### config.mk
export PLATFORM = sky130hd
export DESIGN_NAME = reload_timer
export DESIGN_NICKNAME = d
export VERILOG_FILES = /design/src/rtl/rtimer_pkg.sv /design/src/rtl/rtimer_pin_sync.sv /design/src/rtl/rtimer_tick_gen.sv /design/src/rtl/rtimer_counter.sv /design/src/rtl/rtimer_regs.sv /design/src/rtl/reload_timer.sv
export SDC_FILE = /design/constraint.sdc
export NUM_CORES = 1
export LEC_CHECK = 0
export BUFFER_PORTS_ARGS = -buffer_cell sky130_fd_sc_hd__buf_2
export CAP_MARGIN = 20
export CORE_MARGIN = 5
export CORE_UTILIZATION = 59
export DETAILED_ROUTE_END_ITERATION = 6
export GPL_ROUTABILITY_DRIVEN = 1
export PLACE_DENSITY = 0.79
export SYNTH_ARGS = -nofsm -noshare
export SYNTH_HDL_FRONTEND = slang
export SYNTH_SLANG_ARGS = --single-unit
### constraint.sdc
create_clock -name clk -period 2.6 [get_ports clk]
set_input_delay 0.52 -clock clk [delete_from_list [all_inputs] [get_ports clk]]
set_output_delay 0.52 -clock clk [all_outputs]
set_load 0.02 [all_outputs]
### src/rtl/rtimer_pkg.sv
package rtimer_pkg;
  localparam int unsigned DW    = 8;
  localparam int unsigned AW    = 3;
  localparam int unsigned PSC_W = 3;

  typedef enum logic [1:0] {
    SRC_FCLK  = 2'b00,
    SRC_FDIV3 = 2'b01,
    SRC_PIN   = 2'b10,
    SRC_OFF   = 2'b11
  } src_e;

  typedef struct packed {
    logic [PSC_W-1:0] psc;
    logic             rsvd;
    logic             pol;
    logic             edge_en;
    src_e             src;
  } ctrl_t;

  localparam logic [AW-1:0] OFS_CTRL   = 3'd0;
  localparam logic [AW-1:0] OFS_STAT   = 3'd1;
  localparam logic [AW-1:0] OFS_RELOAD = 3'd2;
  localparam logic [AW-1:0] OFS_CMP    = 3'd3;
  localparam logic [AW-1:0] OFS_LOAD   = 3'd4;
endpackage

### src/rtl/rtimer_pin_sync.sv
module rtimer_pin_sync #(
  parameter int unsigned STAGES = 2
) (
  input  logic clk,
  input  logic rst_n,
  input  logic pin,
  output logic rise,
  output logic fall
);
  logic [STAGES-1:0] sh_q;
  logic              prev_q;

  // shift chain: stage 0 samples the raw pin
  always_ff @(posedge clk) begin
    if (!rst_n) sh_q[0] <= 1'b0;
    else        sh_q[0] <= pin;
  end

  for (genvar g = 1; g < STAGES; g++) begin : g_stage
    always_ff @(posedge clk) begin
      if (!rst_n) sh_q[g] <= 1'b0;
      else        sh_q[g] <= sh_q[g-1];
    end
  end

  always_ff @(posedge clk) begin
    if (!rst_n) prev_q <= 1'b0;
    else        prev_q <= sh_q[STAGES-1];
  end

  assign rise = sh_q[STAGES-1] & ~prev_q;
  assign fall = ~sh_q[STAGES-1] & prev_q;
endmodule

### src/rtl/rtimer_tick_gen.sv
module rtimer_tick_gen
  import rtimer_pkg::*;
#(
  parameter int unsigned SEL_W = PSC_W
) (
  input  logic             clk,
  input  logic             rst_n,
  input  src_e             src,
  input  logic [SEL_W-1:0] psc_sel,
  input  logic             pin_rise,
  input  logic             restart,
  output logic             tick
);
  localparam int unsigned PRE_W = (1 << SEL_W) - 1;

  logic [1:0]       d3_q;
  logic             base;
  logic [PRE_W-1:0] pre_q;
  logic [PRE_W-1:0] mask;

  // free-running modulo-3 phase
  always_ff @(posedge clk) begin
    if (!rst_n)             d3_q <= 2'd0;
    else if (d3_q == 2'd2)  d3_q <= 2'd0;
    else                    d3_q <= d3_q + 2'd1;
  end

  always_comb begin
    unique case (src)
      SRC_FCLK:  base = 1'b1;
      SRC_FDIV3: base = (d3_q == 2'd2);
      SRC_PIN:   base = pin_rise;
      default:   base = 1'b0;
    endcase
  end

  // prescaler: tap select only changes the mask, never the count
  always_ff @(posedge clk) begin
    if (!rst_n || restart) pre_q <= '0;
    else if (base)         pre_q <= pre_q + 1'b1;
  end

  assign mask = ~({PRE_W{1'b1}} << psc_sel);
  assign tick = base & ((pre_q & mask) == mask) & ~restart;
endmodule

### src/rtl/rtimer_counter.sv
module rtimer_counter #(
  parameter int unsigned W = 8
) (
  input  logic         clk,
  input  logic         tick,
  input  logic         restart,
  input  logic         load_we,
  input  logic [W-1:0] load_val,
  input  logic [W-1:0] reload,
  input  logic [W-1:0] cmp,
  output logic [W-1:0] cnt,
  output logic         ovf_evt,
  output logic         cmp_evt,
  output logic         cmp_out
);
  logic [W-1:0] cnt_q;
  logic [W-1:0] nxt;
  logic         at_top;

  assign at_top = (cnt_q == {W{1'b1}});
  assign nxt    = at_top ? reload : cnt_q + 1'b1;

  // counter is deliberately left without reset
  always_ff @(posedge clk) begin
    if (load_we)      cnt_q <= load_val;
    else if (restart) cnt_q <= reload;
    else if (tick)    cnt_q <= nxt;
  end

  assign ovf_evt = tick & ~load_we & at_top;
  assign cmp_evt = tick & ~load_we & (nxt == cmp);
  assign cmp_out = (cnt_q < cmp);
  assign cnt     = cnt_q;
endmodule

### src/rtl/rtimer_regs.sv
module rtimer_regs
  import rtimer_pkg::*;
(
  input  logic          clk,
  input  logic          rst_n,
  input  logic          sel,
  input  logic          we,
  input  logic [AW-1:0] addr,
  input  logic [DW-1:0] wdata,
  output logic [DW-1:0] rdata,
  input  logic [DW-1:0] cnt,
  input  logic          ovf_evt,
  input  logic          cmp_evt,
  output ctrl_t         ctrl,
  output logic [DW-1:0] reload,
  output logic [DW-1:0] cmp,
  output logic          load_we,
  output logic          ovf_flag,
  output logic          cmp_flag
);
  logic  wr;
  ctrl_t ctrl_q;
  logic [DW-1:0] reload_q, cmp_q;
  logic  ovf_q, cmpf_q;
  logic  clr_ovf, clr_cmp;

  assign wr      = sel & we;
  assign load_we = wr & (addr == OFS_LOAD);
  assign clr_ovf = wr & (addr == OFS_STAT) & wdata[0];
  assign clr_cmp = wr & (addr == OFS_STAT) & wdata[1];

  always_ff @(posedge clk) begin
    if (!rst_n) begin
      ctrl_q   <= '0;
      reload_q <= '0;
      cmp_q    <= '0;
    end else if (wr) begin
      if (addr == OFS_CTRL)   ctrl_q   <= ctrl_t'({wdata[7:5], 1'b0, wdata[3:0]});
      if (addr == OFS_RELOAD) reload_q <= wdata;
      if (addr == OFS_CMP)    cmp_q    <= wdata;
    end
  end

  // sticky flags, an event in the same cycle beats a clear
  always_ff @(posedge clk) begin
    if (!rst_n) begin
      ovf_q  <= 1'b0;
      cmpf_q <= 1'b0;
    end else begin
      ovf_q  <= ovf_evt | (ovf_q & ~clr_ovf);
      cmpf_q <= cmp_evt | (cmpf_q & ~clr_cmp);
    end
  end

  always_comb begin
    rdata = '0;
    if (sel) begin
      unique case (addr)
        OFS_CTRL:   rdata = ctrl_q;
        OFS_STAT:   rdata = {{(DW-2){1'b0}}, cmpf_q, ovf_q};
        OFS_RELOAD: rdata = reload_q;
        OFS_CMP:    rdata = cmp_q;
        OFS_LOAD:   rdata = cnt;
        default:    rdata = '0;
      endcase
    end
  end

  assign ctrl     = ctrl_q;
  assign reload   = reload_q;
  assign cmp      = cmp_q;
  assign ovf_flag = ovf_q;
  assign cmp_flag = cmpf_q;
endmodule

### src/rtl/reload_timer.sv
module reload_timer
  import rtimer_pkg::*;
#(
  parameter int unsigned SYNC_STAGES = 2
) (
  input  logic          clk,
  input  logic          rst_n,
  input  logic          bus_sel,
  input  logic          bus_we,
  input  logic [AW-1:0] bus_addr,
  input  logic [DW-1:0] bus_wdata,
  output logic [DW-1:0] bus_rdata,
  input  logic          ext_in,
  output logic          cmp_out,
  output logic          ovf_flag,
  output logic          cmp_flag
);
  ctrl_t         ctrl_q;
  logic [DW-1:0] reload_q, cmp_q, cnt_q;
  logic          load_we, tick, restart;
  logic          pin_rise, pin_fall;
  logic          ovf_evt, cmp_evt;

  rtimer_pin_sync #(.STAGES(SYNC_STAGES)) u_sync (
    .clk(clk), .rst_n(rst_n), .pin(ext_in), .rise(pin_rise), .fall(pin_fall)
  );

  assign restart = ctrl_q.edge_en & (ctrl_q.pol ? pin_fall : pin_rise);

  rtimer_tick_gen #(.SEL_W(PSC_W)) u_tick (
    .clk(clk), .rst_n(rst_n), .src(ctrl_q.src), .psc_sel(ctrl_q.psc),
    .pin_rise(pin_rise), .restart(restart), .tick(tick)
  );

  rtimer_counter #(.W(DW)) u_cnt (
    .clk(clk), .tick(tick), .restart(restart), .load_we(load_we),
    .load_val(bus_wdata), .reload(reload_q), .cmp(cmp_q), .cnt(cnt_q),
    .ovf_evt(ovf_evt), .cmp_evt(cmp_evt), .cmp_out(cmp_out)
  );

  rtimer_regs u_regs (
    .clk(clk), .rst_n(rst_n), .sel(bus_sel), .we(bus_we), .addr(bus_addr),
    .wdata(bus_wdata), .rdata(bus_rdata), .cnt(cnt_q), .ovf_evt(ovf_evt),
    .cmp_evt(cmp_evt), .ctrl(ctrl_q), .reload(reload_q), .cmp(cmp_q),
    .load_we(load_we), .ovf_flag(ovf_flag), .cmp_flag(cmp_flag)
  );
endmodule

==> After elaboration in Yosys (flattened, before gate mapping) <==
Index checks and enable logic that the tools add are counted.
{ "totals": {"reg_bits": 45, "memories": 0, "inputBits": 16, "latch_bits": 0, "ram_bits": 0, "output_inout_bits": 11, "word_cells": 72, "rom_bits": 0} }
{ "classes": {"mul": 0, "div_mod_pow": 0, "mux": 8, "n_bitwise": 26, "add_sub_neg": 3, "n_reduce_logical": 9, "order_cmp": 1, "shifts": 1, "n_eq_ne": 10} }
{ "op_table": {"columns": ["op", "count"], "rows": [
  ["$mux W8", 5],
  ["$pmux W8 S5", 1],
  ["$and A1 B1 Y1", 15],
  ["$add A8 B1 Y8 const B", 1],
  ["$eq A8 B8 Y1", 1],
  ["$eq A8 B8 Y1 const B", 1],
  ["$lt A8 B8 Y1", 1],
  ["$add A7 B1 Y7 const B", 1],
  ["$and A7 B7 Y7", 1],
  ["$eq A7 B7 Y1", 1],
  ["$not A1 Y1", 7],
  ["$not A7 Y7", 1],
  ["$shl A7 B3 Y7 const A", 1],
  ["$eq A3 B2 Y1 const B", 2],
  ["$reduce_and A2 Y1", 3],
  ["$eq A2 B2 Y1 const B", 2],
  ["$eq A3 B1 Y1 const B", 1],
  ["$eq A3 B3 Y1 const B", 1],
  ["$logic_not A3 Y1", 1],
  ["$pmux W1 S3", 1],
  ["$reduce_bool A3 Y1", 1],
  ["$add A2 B1 Y2 const B", 1],
  ["$eq A2 B1 Y1 const B", 1],
  ["$logic_not A2 Y1", 1],
  ["5 further kinds", 6]
]} }

==> Depth between registers and ports, before layout <==
Gate-level depths: netlist (run 1).
{ "depth": {"word_depth": 9, "depth_mapped": 8} }

==> By module <==
From an unflattened synthesis (run 1), not the netlist that was laid out.
{ "unflattened": {"hier_cells": 351, "area_unflattened_um2": 3022.9} }
{ "by_module_without_submodules": {"columns": ["module", "cells_each", "instances", "area_each_um2", "seq_area_each_um2"], "rows": [
  ["rtimer_regs", 157, 1, 1395.1, 500.5],
  ["rtimer_counter", 127, 1, 1032.2, 240.2],
  ["rtimer_tick_gen", 57, 1, 488.0, 180.2],
  ["rtimer_pin_sync", 8, 1, 91.3, 60.1],
  ["reload_timer", 2, 1, 16.3, 0.0]
]} }

==> Least setup slack after synthesis (run 1) <==
OpenSTA, ideal clock, no wires.
{ "synth_timing": {"path_kind": "reg-to-output", "startpoint": "reg u_cnt.cnt_q[1], in the netlist u_cnt.cnt[1]", "endpoint": "out cmp_out", "arrival_time_ns": 1.721, "setup_slack_ns": 0.359, "stages_incl_launch_ff": 7, "required_ns": 2.080, "path_cell_list": "edfxtp_1 ha_1 a21o_1 a21o_1 a211oi_1 o21bai_1 a31oi_1"} }
{ "synth_via": {"elab_chain_len": 1} }
{ "synth_lines": {"columns": ["item", "line_no", "source"], "rows": [
  ["from (decl)", "rtimer_counter.sv:16", "logic [W-1:0] cnt_q;"],
  ["from (signal assigned)", "rtimer_counter.sv:25", "if (load_we) cnt_q <= load_val;"],
  ["from (signal assigned)", "rtimer_counter.sv:26", "else if (restart) cnt_q <= reload;"],
  ["from (signal assigned)", "rtimer_counter.sv:27", "else if (tick) cnt_q <= nxt;"],
  ["$lt A8 B8 Y1", "rtimer_counter.sv:32", "assign cmp_out = (cnt_q < cmp);"],
  ["to (decl)", "reload_timer.sv:14", "output logic cmp_out,"]
]} }
Every way passes these cells.

==> Final worst setup path (run 1) <==
Same ends and word-level chain as after synthesis.

==> results of run 1 <==
-- cells by family (layout without fill, tap and decap cells) --
group | count (synthesis) | count (layout) | share of synthesized area
compound gates | 64 | 64 | 0.155
xor+xnor | 18 | 18 | 0.0556
fa+ha+maj | 10 | 10 | 0.0441
buf+inv | 29 | 62 | 0.0441
flops | 45 | 45 | 0.346
mux | 30 | 30 | 0.108
simple gates | 134 | 134 | 0.247
-- sequential cells by signal, summed over array words and instances, names as in the netlist --
register         cells
u_cnt.cnt            8
u_regs.cmp           8
u_regs.reload        8
u_regs.ctrl          7
u_tick.pre_q         7
u_sync.sh_q          2
u_tick.d3_q          2
u_regs.cmp_flag      1
u_regs.ovf_flag      1
u_sync.prev_q        1
-- cells in the mapped netlist, drive strengths merged (2+ instances only) --
cell     n
a21boi   8
a21o     4
a21oi    8
a221oi   2
a22oi    6
a31oi    3
a32oi    3
and2    12
buf      6
clkbuf  10
dfxtp   37
edfxtp   8
ha      10
inv     13
mux2     4
mux2i   26
nand2   36
nand2b   4
nand3   21
nand4    8
nand4b   2
nor2    23
nor2b   22
o21ai   18
o21bai   2
o22ai    2
o32ai    2
xnor2   10
xor2     8
-- power groups by stage --
stage	logic [mW]	registers (mW)	clock network [mW]
floorplan	0.707	0.917	0
global placement	0.780	1.02	0
detailed placement	0.809	1.02	0
CTS	0.831	0.994	0.437
global route	1.00	1.01	0.470
finish	0.909	0.999	0.430
-- cell type report --
type / instances / area [um^2] / share of cell area
Sequential cell: 45 / 982 / 0.311
Inverter: 13 / 48.8 / 0.0154
Timing Repair Buffer: 41 / 245 / 0.0776
Tap cell: 54 / 67.6 / 0.0214
Multi-Input combinational cell: 256 / 1740 / 0.549
Clock inverter: 1 / 6.26 / 0.00198
Clock buffer: 7 / 76.3 / 0.0241
-- stage by stage --
step / hold slack [ns] / total power [mW] / setup slack, ns / instances
floorplan: 0.392 / 1.62 / 0.359 / 330
global placement: 0.399 / 1.80 / 0.337 / 404
detailed placement: 0.413 / 1.83 / 0.311 / 404
CTS: 0.425 / 2.26 / 0.00223 / 413
global route: 0.436 / 2.48 / -0.0281 / 417
finish: 0.421 / 2.34 / 0.0687 / 417
-- worst paths after layout --
check | endpoint | depth (start not counted) | from
hold / removal | u_tick.d3_q[0] | 1 | u_tick.d3_q[0]
hold reg to reg | u_tick.d3_q[0] | 1 | u_tick.d3_q[0]
setup reg to reg | u_cnt.cnt[2] | 8 | u_cnt.cnt[0]
setup / recovery | cmp_out | 7 | u_cnt.cnt[1]
-- routing by layer --
layer / vias to the layer above / track usage / wire length (um)
li1: 1221 / - / -
met1: 1224 / 0.323 / 3230
met2: 92 / 0.406 / 3540
met3: 9 / 0.0408 / 406
met4: 0 / 0.0722 / 80
met5: - / 0 / 0
-- timing repair --
| item | 4_1_cts | 5_1_grt |
|---|---|---|
| resized for setup | 0 | 3 |
| setup buffers | 1 | 4 |
| hold buffers | 0 | 0 |
| endpoints found under the setup margin | 1 | 1 |
| pin swaps | 0 | 1 |
==> flow_summary_export.csv, run 1 <==
group,metric,value,unit
outcome,status,"finished clean",
synthesis,synth_top_area_share,0.261,
synthesis,syn_nets,356,
synthesis,synthCells,330,
timing,slew-limit-headroom,0.596,
synthesis,synth_ff_type,"dfxtp_1",
worst_setup_path,slowest_stage,"edfxtp_1",
global_routing,grt_max_degree,17,
finish,final_cell_mix,"36 x nand2_1, 36 x dfxtp_1, 26 x mux2i_1",
die,std_cell_rows,25,
power_and_ir_drop,cellPowerDensity,740,nW/um^2
placed_design,gp_congestion,0.937,
placed_design,dpl_cell_area,3030,um^2
clocking,cts-root-buf,"clkbuf_8",
synthesis,ys_seq_area_frac,0.346,
run,maxCapViolCount,0,
routing,drc,0,
synthesis,syn_area,2840,um^2
power_and_ir_drop,seq_power_share,0.427,
power_and_ir_drop,p_int,1.46,mW
finish,drive_above_1_share,0.165,
worst_setup_path,path_buf_inv,1,
synthesis,synth-edff-count,8,
placed_design,io_buffers,26,
synthesis,yosysWarnings,0,
synthesis,postSynthAreaPerCell,8.60,um^2
die,dieArea,6290,um^2
synthesis,yosys.cell_types.count,47,
timing,finalSetupViolCount,0,
clocking,cts_max_level,2,
routing,vias,2546,
worst_setup_path,endpoint_kind,"output port",
routing,ant_nets,0,
routing,firstDrtPassIters,5,
clocking,cts_tree,"built",
clocking,clock_path_buffers,2,
worst_setup_path,path_delay_family,"compound AO/OA/AOI/OAI gates",
worst_setup_path,crit_top_cell,"a21o_1",
global_routing,grt_first_pass_wirelength,11900,um
worst_setup_path,r2r_setup_slack,0.20,ns
hold_path,worstHoldPathType,"flop to flop",
clocking,path_clk_slew,0.09,ns
timing,worstMarginPinSlew,0.606,ns
finish,area_delta_synth_final,11.5,%
finish,final_core_util,0.674,
finish,final_nets,388,
synthesis,async_reset_ff_frac,0,
worst_setup_path,worst-setup-path-type,"flop to output port",
clocking,insertion_delay,0.30,ns
timing,slew_viol_final,0,
timing,max_freq,395,MHz
worst_setup_path,start_kind,"flop",
placed_design,hpwl,5350,um
synthesis,yosys_register_bits,45,
die,start_util,0.605,
global_routing,grt_pass1_vias,2389,
worst_setup_path,cpPeakStageDelay,0.43,ns
power_and_ir_drop,switching_power,0.875,mW
worst_setup_path,crit_fanout,2,
finish,fillers,395,
power_and_ir_drop,p_clk_frac,0.184,
power_and_ir_drop,p_sw_frac,0.374,
power_and_ir_drop,power_leakage,1.30,nW
worst_setup_path,cp.arrival,2.01,ns
die,pin_count,27,
clocking,cts_sinks,45,
worst_setup_path,path_cells,"ha_1, a21o_1, a21o_1, a211oi_2, o21bai_1, a31oi_1, buf_4",
timing,hold_viol_final,0,
power_and_ir_drop,peakVddDrop,0.000419,V
synthesis,yosys.area.top_type,"dfxtp_1",
timing,min_period_over_period,0.974,
global_routing,antenna_found_initial,0,
global_routing,overflow,0,
finish,n_antenna_cell,0,
worst_setup_path,cp.required,2.08,ns
clocking,cts_made_buffers,5,
routing,wl,7260,um
die,die_y,79.3,um
global_routing,grt_use_total,0.243,
timing,min_period,2.53,ns
timing,skew,0.00815,ns
routing,via_per_inst,6.11,
routing,drt_iter0_drc,232,
finish,final_area,3160,um^2
routing,post_drt_wl_per_cell,17.4,um
power_and_ir_drop,pwr-share-comb,0.389,
synthesis,ys_top_cells_by_area,"dfxtp_1 26%, mux2i_1 9.2%, edfxtp_1 8.5%, nor2b_1 4.9%, nand2_1 4.8%",
die,coreArea,4690,um^2
die,die_x,79.3,um
timing,final.setup.tns,0,ns
Note: power is estimated with default switching activity, not from simulation.
==> run 2, diff against run 1 <==
CORE_UTILIZATION = 40   (was 59)
PLACE_DENSITY = unset   (was 0.79)
==> run 2 against run 1 <==
- clock-buffer cell count decreased by 1
- utilization decreased by 20 points
- maximum frequency increased by 2.4%
- global-route usage decreased by 6.1 points
- die area increased by 41%
- power increased by 1.4%
- first-iteration DRC count decreased by 3.0%
- sequential cell count unchanged
- combinational power decreased by 0.4%
==> flow_summary_export.csv, run 2 (synthesis results as in run 1) <==
group,metric,value,unit
outcome,status,"finished clean",
global_routing,grt_pass1_vias,2397,
worst_setup_path,crit_top_cell,"a21o_1",
timing,worstMarginPinSlew,0.599,ns
routing,post_drt_wl_per_cell,16.4,um
global_routing,grt_max_degree,23,
placed_design,io_buffers,26,
finish,fin_cells,461,
finish,final_area,3240,um^2
clocking,clock_path_buffers,2,
hold_path,hold_start,"u_tick.d3_q[0]",
clocking,cts_max_level,2,
worst_setup_path,r2r_end,"u_regs.cmp_flag",
worst_setup_path,worst-setup-path-type,"flop to output port",
finish,area_delta_synth_final,14.3,%
worst_setup_path,slowest_stage,"edfxtp_1",
timing,rsz0062_at_grt,"no",
timing,final.setup.tns,0,ns
timing,setup_ws,0.129,ns
timing,finalSetupViolCount,0,
die,dieArea,8880,um^2
worst_setup_path,worstReg2RegStart,"u_cnt.cnt[1]",
die,die_y,94.2,um
timing,min_period_over_period,0.950,
finish,seqCellArea,982,um^2
worst_setup_path,reg2reg_depth,8,
finish,n_antenna_cell,0,
timing,slew-limit-headroom,0.599,
clocking,insertion_delay,0.30,ns
routing,firstDrtPassIters,4,
power_and_ir_drop,peakVddDrop,0.000346,V
hold_path,hold_path_end,"u_tick.d3_q[0]",
hold_path,hold_depth,1,
finish,multi_input_area,1740,um^2
global_routing,grt_first_pass_wirelength,12600,um
worst_setup_path,start_kind,"flop",
finish,drive_above_1_share,0.175,
finish,final_cell_mix,"36 x nand2_1, 36 x dfxtp_1, 26 x mux2i_1",
placed_design,pre_cts_ws,0.285,ns
timing,hold_viol_final,0,
die,std_cell_rows,30,
worst_setup_path,cp.arrival,1.95,ns
clocking,holdBufCountCts,0,
finish,final_nets,390,
clocking,path_clk_slew,0.09,ns
worst_setup_path,endpoint_kind,"output port",
die,die_x,94.2,um
routing,drc,0,
clocking,cts_made_buffers,5,
clocking,cts_sinks,45,
routing,via_per_inst,5.36,
routing,vias,2471,
placed_design,dp_cells,450,
hold_path,worstHoldPathType,"flop to flop",
timing,skew,0.00529,ns
timing,max_freq,405,MHz
worst_setup_path,cpPeakStageDelay,0.41,ns
placed_design,dpl_cell_area,3120,um^2
finish,final_core_util,0.475,
clocking,cts-root-buf,"clkbuf_8",
die,start_util,0.415,
clocking,cts_tree,"built",
worst_setup_path,path_cells,"ha_1, a21o_1, a21o_1, a211oi_2, o21bai_1, a31oi_1, buf_4",
power_and_ir_drop,power_leakage,1.31,nW
timing,min_period,2.47,ns
placed_design,gp_congestion,0.843,
routing,ant_nets,0,
timing,slew_viol_final,0,
worst_setup_path,crit_fanout,2,
routing,wl,7560,um
die,coreArea,6830,um^2
global_routing,overflow,0,
worst_setup_path,r2r_setup_slack,0.41,ns
routing,drt_iter0_drc,225,
global_routing,grt_use_total,0.183,
worst_setup_path,cp.required,2.08,ns
finish,fillers,696,
placed_design,hpwl,5680,um
die,pin_count,27,
run,maxCapViolCount,0,
global_routing,antenna_found_initial,0,
power_and_ir_drop,cellPowerDensity,731,nW/um^2
run 2: cell count changes in the layout (fill, tap and decap cells not counted):
cell / delta
clkinv_4: +1
clkinv_2: +1
clkbuf_8: +1
clkbuf_1: -2
inv_4: -1
buf_4: +2
run 2: worst max path at each step:
| stage | from | to | slack, ns | cells past startpoint |
|---|---|---|---|---|
| 2_1_floorplan | u_cnt.cnt[1] | cmp_out | 0.36 | 6 |
| 3_3_place_gp | bus_addr[0] | bus_rdata[1] | 0.31 | 6 |
| 3_5_place_dp | bus_addr[0] | bus_rdata[6] | 0.29 | 6 |
| 4_1_cts | u_cnt.cnt[0] | cmp_out | 0.005 | 7 |
| 5_1_grt | u_cnt.cnt[1] | cmp_out | 0.02 | 7 |
| 6_report | u_cnt.cnt[1] | cmp_out | 0.13 | 7 |
run 2: layer usage:
layer	vias up	routed length, um	GRT usage
met3	10	341	0.0280
met4	0	106	0.0517
met2	55	3670	0.298
li1	1231	-	-
met5	-	0	0
met1	1175	3450	0.249
run 2: where the power goes:
part           internal [mW]  switching, mW
combinational          0.443          0.462
sequential             0.828          0.170
clock                  0.216          0.253
run 2: final cells by class:
cell class	count	area share
tap	96	0.0370
clock inverter	2	0.00424
inverter	13	0.0150
clock buffer	6	0.0255
timing repair buffer	43	0.0802
multi-input combinational	256	0.535
sequential	45	0.303
run 2: metrics by stage:
step | hold slack (ns) | total power [mW]
2_1_floorplan | 0.392 | 1.62
3_3_place_gp | 0.399 | 1.83
3_5_place_dp | 0.407 | 1.84
4_1_cts | 0.410 | 2.33
5_1_grt | 0.416 | 2.54
6_report | 0.413 | 2.37
run 2: critical path, delay by kind of cell (launching register included):
kind                       cells  cell delay (ns)
AOI/OAI and AO/OA              5             0.76
DFF                            1             0.41
adders and majority gates      1             0.31
buffers and inverters          1             0.17
run 2: timing repair:
action | 4_1_cts | 5_1_grt
setup buffers | 1 | 2
pin swaps | 0 | 3
setup endpoints to repair | 1 | 1
resized for setup | 0 | 3
